File: config.mk
export PLATFORM = sky130hd
export DESIGN_NAME = sat_search_engine
export DESIGN_NICKNAME = d
export VERILOG_FILES = /design/src/rtl/sat_pkg.sv /design/src/rtl/sat_lfsr.sv /design/src/rtl/sat_clause_eval.sv /design/src/rtl/sat_result_sreg.sv /design/src/rtl/sat_search_engine.sv
export SDC_FILE = /design/constraint.sdc
export NUM_CORES = 1
export LEC_CHECK = 0
export BUFFER_PORTS_ARGS = -buffer_cell sky130_fd_sc_hd__buf_4
export CAP_MARGIN = 20
export CORE_MARGIN = 1.5
export CORE_UTILIZATION = 60
export CTS_CLUSTER_DIAMETER = 200
export CTS_CLUSTER_SIZE = 12
export DETAILED_ROUTE_END_ITERATION = 12
export GPL_TIMING_DRIVEN = 0
export PLACE_DENSITY = 0.76
export SETUP_SLACK_MARGIN = 0.1
export SLEW_MARGIN = 20
export SYNTH_ARGS = -nofsm -noshare
export SYNTH_HDL_FRONTEND = slang
export SYNTH_SLANG_ARGS = --single-unit
File: constraint.sdc
create_clock -name clk -period 4.46 [get_ports clk]
set_input_delay 0.446 -clock clk [delete_from_list [all_inputs] [get_ports clk]]
set_output_delay 0.446 -clock clk [all_outputs]
set_load 0.005 [all_outputs]
File: src/rtl/sat_pkg.sv
package sat_pkg;

  typedef enum logic [1:0] {
    ST_SEARCH  = 2'd0,
    ST_SHIFT   = 2'd1,
    ST_DONE    = 2'd2,
    ST_TIMEOUT = 2'd3
  } srch_state_e;

endpackage

File: src/rtl/sat_lfsr.sv
module sat_lfsr #(
  parameter int          W    = 4,
  parameter logic [W-1:0] TAPS = 4'b1100,
  parameter logic [W-1:0] SEED = 4'b0001
) (
  input  logic         clk,
  input  logic         rst_n,
  input  logic         adv_i,
  output logic [W-1:0] state_o
);

  function automatic logic [W-1:0] lfsr_step(input logic [W-1:0] s);
    return {s[W-2:0], ^(s & TAPS)};
  endfunction

  logic [W-1:0] state_q;

  always_ff @(posedge clk or negedge rst_n) begin
    if (!rst_n)     state_q <= SEED;
    else if (adv_i) state_q <= lfsr_step(state_q);
  end

  assign state_o = state_q;


  lfsr_nonzero_chk: assert property (@(posedge clk) disable iff (!rst_n)
    state_q != '0);


  lfsr_hold_chk: assert property (@(posedge clk) disable iff (!rst_n)
    !adv_i |=> state_q == $past(state_q));

endmodule

File: src/rtl/sat_clause_eval.sv
module sat_clause_eval #(
  parameter int                  NV  = 4,
  parameter int                  NCL = 3,
  parameter logic [NCL*NV-1:0]   POS = 12'h285,
  parameter logic [NCL*NV-1:0]   NEG = 12'h408
) (
  input  logic [NV-1:0]  asg_i,
  output logic [NCL-1:0] clause_ok_o,
  output logic           sat_o
);

  for (genvar k = 0; k < NCL; k++) begin : g_clause
    localparam logic [NV-1:0] PM = POS[k*NV +: NV];
    localparam logic [NV-1:0] NM = NEG[k*NV +: NV];
    assign clause_ok_o[k] = |((asg_i & PM) | (~asg_i & NM));
  end

  assign sat_o = &clause_ok_o;

endmodule

File: src/rtl/sat_result_sreg.sv
module sat_result_sreg #(
  parameter int W = 4
) (
  input  logic         clk,
  input  logic         rst_n,
  input  logic         load_i,
  input  logic         shift_i,
  input  logic [W-1:0] d_i,
  output logic [W-1:0] q_o,
  output logic         ser_o
);

  logic [W-1:0] q_q;

  always_ff @(posedge clk or negedge rst_n) begin
    if (!rst_n)       q_q <= '0;
    else if (load_i)  q_q <= d_i;
    else if (shift_i) q_q <= {q_q[W-2:0], 1'b0};
  end

  assign q_o   = q_q;
  assign ser_o = q_q[W-1];


  sreg_load_chk: assert property (@(posedge clk) disable iff (!rst_n)
    load_i |=> q_q == $past(d_i));


  sreg_shift_chk: assert property (@(posedge clk) disable iff (!rst_n)
    (shift_i && !load_i) |=> q_q[W-1:1] == $past(q_q[W-2:0]));

endmodule

File: src/rtl/sat_search_engine.sv
module sat_search_engine #(
  parameter int                        NVARS         = 4,
  parameter int                        NCLAUSES      = 3,
  parameter logic [NCLAUSES*NVARS-1:0] POS_LITS      = 12'h285,
  parameter logic [NCLAUSES*NVARS-1:0] NEG_LITS      = 12'h408,
  parameter logic [NVARS-1:0]          LFSR_TAPS     = 4'b1100,
  parameter logic [NVARS-1:0]          LFSR_SEED     = 4'b0001,
  parameter int                        TIMEOUT_LIMIT = 1000
) (
  input  logic clk,
  input  logic rst_n,
  input  logic search_en,
  output logic sat_flag,
  output logic ser_out,
  output logic timed_out
);
  import sat_pkg::*;

  localparam int CW = $clog2(TIMEOUT_LIMIT + 1);
  localparam int BW = $clog2(NVARS);
  localparam logic [CW-1:0] LIM_C  = CW'(TIMEOUT_LIMIT);
  localparam logic [BW-1:0] LAST_C = BW'(NVARS - 1);

  srch_state_e       state_q, state_d;
  logic [CW-1:0]     cnt_q;
  logic [BW-1:0]     bit_q;
  logic [NVARS-1:0]  lfsr_w, cand_w;
  logic [NCLAUSES-1:0] clause_ok_w;
  logic              eval_sat_w, ser_w;

  // named internal events
  logic searching_w, load_w, expire_w, found_w, shift_w, last_w;

  assign searching_w = (state_q == ST_SEARCH);
  assign load_w   = search_en && searching_w && !eval_sat_w && (cnt_q != LIM_C);
  assign expire_w = search_en && searching_w && !eval_sat_w && (cnt_q == LIM_C);
  assign found_w  = search_en && searching_w && eval_sat_w;
  assign shift_w  = search_en && (state_q == ST_SHIFT);
  assign last_w   = shift_w && (bit_q == LAST_C);

  sat_lfsr #(.W(NVARS), .TAPS(LFSR_TAPS), .SEED(LFSR_SEED)) u_lfsr (
    .clk(clk), .rst_n(rst_n), .adv_i(load_w), .state_o(lfsr_w)
  );

  sat_result_sreg #(.W(NVARS)) u_sreg (
    .clk(clk), .rst_n(rst_n), .load_i(load_w), .shift_i(shift_w),
    .d_i(lfsr_w), .q_o(cand_w), .ser_o(ser_w)
  );

  sat_clause_eval #(.NV(NVARS), .NCL(NCLAUSES), .POS(POS_LITS), .NEG(NEG_LITS)) u_eval (
    .asg_i(cand_w), .clause_ok_o(clause_ok_w), .sat_o(eval_sat_w)
  );

  always_comb begin
    state_d = state_q;
    if (found_w)       state_d = ST_SHIFT;
    else if (expire_w) state_d = ST_TIMEOUT;
    else if (last_w)   state_d = ST_DONE;
  end

  always_ff @(posedge clk or negedge rst_n) begin
    if (!rst_n) begin
      state_q <= ST_SEARCH;
      cnt_q   <= '0;
      bit_q   <= '0;
    end else begin
      state_q <= state_d;
      if (load_w)       cnt_q <= cnt_q + 1'b1;
      if (found_w)      bit_q <= '0;
      else if (shift_w) bit_q <= bit_q + 1'b1;
    end
  end

  assign sat_flag  = searching_w ? eval_sat_w
                                 : (state_q == ST_SHIFT || state_q == ST_DONE);
  assign ser_out   = (state_q == ST_SHIFT) && ser_w;
  assign timed_out = (state_q == ST_TIMEOUT);


  cand_capture_chk: assert property (@(posedge clk) disable iff (!rst_n)
    load_w |=> cand_w == $past(lfsr_w));


  flag_in_burst_chk: assert property (@(posedge clk) disable iff (!rst_n)
    found_w |=> sat_flag);


  done_quiet_chk: assert property (@(posedge clk) disable iff (!rst_n)
    last_w |=> (!ser_out && sat_flag));


  idle_hold_chk: assert property (@(posedge clk) disable iff (!rst_n)
    !search_en |=> ($stable(sat_flag) && $stable(ser_out) && $stable(timed_out)));


  timeout_sticky_chk: assert property (@(posedge clk) disable iff (!rst_n)
    timed_out |=> (timed_out && !sat_flag && !ser_out));


  timeout_entry_chk: assert property (@(posedge clk) disable iff (!rst_n)
    expire_w |=> timed_out);

endmodule

==> impl_metrics.tcl <==
set metrics [dict create \
    clock_power_share_pct 34.6 \
    cts-root-buf "clkbuf_4" \
    seq_area_frac_synth_pct 47.5 \
    critPathCaptureType "output port" \
    r2r_cells 6 \
    ir_drop_v 0.000230 \
    grt_pass1_wl_mm 2.82 \
    ys.flop_type "dfrtp_1" \
    startpoint_type "register" \
    arrival_ps 1620 \
    wl_per_cell_um 12.6 \
    overflow 0 \
    timing.fmax_mhz 485 \
    initial_core_util_pct 65.8 \
    comb_power_share_pct 1.8 \
    path_class "register to output port" \
    async_reset_ff_share_pct 100 \
    syn_area_um2 1160 \
    yosys_warnings 0 \
    setup_viol 0 \
    gp_congestion 0.775 \
    setup_tns_ps 0 \
    numCtsBuffers 3 \
    rrSetupSlack_ps 2660 \
    max_stage_delay_ps 390 \
    critical_path.top_delay_family "multiplexers" \
    period_minus_slack_ps 2060 \
    outcome "finished, final reports clean" \
    cp-startpoint "u_sreg.q_o[2]" \
    crit_slowest_cell "dfrtp_1" \
    drc 0 \
    p_sw_uw 63.0 \
    relSlewSlack_pct 62.3 \
    grt_max_degree 23 \
    drt_wl_total_mm 1.62 \
    syn-num-nets 104 \
    clk_latency_ps 300 \
    ios 6 \
    synth_compound_area_share_pct 2.80 \
    io_buffers 5 \
    intPower_uw 250 \
    dr.pass1.iters 4 \
    synth_mux_area_share_pct 16.6 \
    cts.clk_slew.worst_paths_ps 120 \
    synth_cell_types 27 \
    post_cts_buffers 0 \
    synthSimpleGateAreaFrac_pct 17.1 \
    placed_cells 125 \
    synth_top_family_by_area "simple AND/OR/NAND/NOR gates" \
    vias_per_cell 5.26 \
    path_depth 4 \
    cap_violations 0 \
    final_cell_mix "dfrtp_1, nand2_1, mux2_4" \
    grt_pass1_vias 620 \
    crit_fanout 3 \
    syn_avg_cell_area_um2 12.2 \
    hold_class "primary input to asynchronous set/reset pin" \
    synth-adder-area-share_pct 6.47 \
    netSwitchingFraction_pct 20.1 \
    clockBufferDepth 2 \
    r2r-start "cnt_q[0]" \
    antenna_found_initial 0 \
    cts_max_level 1 \
    ys_ff_latch 22 \
    final_nets 114 \
    cts_tree "done" \
    layout-drive-gt1-share_pct 25.0 \
    instances_no_fill 129 \
    finalMaxSlewViolations 0 \
    post-route-period-util_pct 46.3 \
    rsz0062_at_grt "false" \
    pwr-share-seq_pct 63.6 \
    fillCellCount 134 \
    crit_chain "mux2_2 > and2_1 > mux2_2 > buf_4" \
    finalClockSkew_ps 2.18 \
    synthCells 95 \
    vias 679 \
    die_area_um2 2210 \
    power.total_uw 313 \
    die_w_um 47.0 \
    cts_hold_buf 0 \
    required_ps 4010 \
    synth-edff-count 0 \
    critPathBufInv 1 \
    final_hold_viol_count 0 \
    worstMarginPinSlew_ps 562 \
    rows 15 \
    core_um2 1760 \
    drtAntennaViolNets 0 \
    layout_commonest_cell "dfrtp_1" \
    cts_resized 0 \
    power.density_nw_per_um2 248 \
    synth_xor_area_share_pct 7.54 \
    endpoint "sat_flag" \
    crit_path_frequent_cell "mux2_2" \
    drt_iter0_drc 7 \
    reg2reg_to "u_sreg.q_o[1]" \
    antenna_cells 0 \
    cts.sinks 22 \
    grt_usage_pct 18.6 \
    die_y_um 47.0 \
    hpwlAfterDp_mm 1.20 \
    area_growth_pct 9.05 \
    power.leakage_nw 0.619 \
]
-- stage by stage --
| step | utilization [%] | instance area [um^2] | hold WS, ps | worst slack (ps) |
|---|---|---|---|---|
| floorplan | - | 1160 | 150 | 2820 |
| global placement | 69.7 | 1230 | 348 | 2680 |
| detailed placement | 69.7 | 1230 | 350 | 2670 |
| CTS | 71.8 | 1270 | 5.56 | 2390 |
| global route | 71.8 | 1270 | 17.1 | 2320 |
| finish | 71.8 | 1270 | 3.81 | 2400 |
-- registers in the layout (all words and copies together) (netlist names) --
| name | count |
|---|---|
| state_q | 2 |
| u_sreg.q_o | 4 |
| cnt_q | 10 |
| bit_q | 2 |
| u_lfsr.state_o | 4 |
-- synthesized netlist by cell type, types with 2 or more instances --
library cell,instances,share of area (%)
and2_1,2,1.1
xnor2_1,5,3.8
ha_1,6,6.5
nand3_1,5,2.2
and3_1,2,1.1
dfrtp_1,21,45
nand2_1,8,2.6
nand4_1,2,1.1
xor2_1,5,3.8
nor3_1,4,1.7
mux2_4,7,9.1
inv_1,6,1.9
a21oi_1,2,0.86
mux2i_1,2,1.7
mux2_2,6,5.8
-- logic make-up after synthesis --
| kind of cell | count (synthesis) |
|---|---|
| and+or+nand+nor | 31 |
| DFF | 22 |
| muxes | 15 |
| xor gates and xnor gates | 10 |
| buffers and inverters | 6 |
| adders and majority gates | 6 |
| AOI/OAI and AO/OA | 5 |
-- layout make-up --
type	count	area, um^2	area share [%]
clock buffers	4	36.3	2.87
multi-input cells	67	587	46.3
repair buffers	5	37.5	2.96
inverters	6	22.5	1.78
flip-flops and latches	22	552	43.6
well taps	25	31.3	2.47
-- worst min-delay path by stage --
stage	from	end	slack (ps)	cells after the start
2_1_floorplan	rst_n	bit_q[0]	150	0
3_3_place_gp	rst_n	cnt_q[7]	350	1
3_5_place_dp	rst_n	cnt_q[7]	350	1
4_1_cts	rst_n	cnt_q[7]	6	1
5_1_grt	rst_n	cnt_q[7]	20	1
6_report	rst_n	cnt_q[7]	4	1
-- per-layer routing --
layer,track usage [%],vias to the layer above,part of all wire [%]
li1,-,349,-
met1,26.8,320,54
met2,26.6,8,42
met3,2.31,2,2.4
met4,11.7,0,1.3
met5,0,-,0
-- power by group through the flow --
stage | combinational [mW] | sequential [mW] | clock, mW
2_1_floorplan | 0.0000131 | 0.203 | 0
5_1_grt | 0.00665 | 0.200 | 0.118
6_report | 0.00554 | 0.199 | 0.108
3_3_place_gp | 0.00583 | 0.203 | 0
3_5_place_dp | 0.00591 | 0.203 | 0
4_1_cts | 0.00592 | 0.199 | 0.113
No activity file was read; power rests on OpenSTA's default activity.
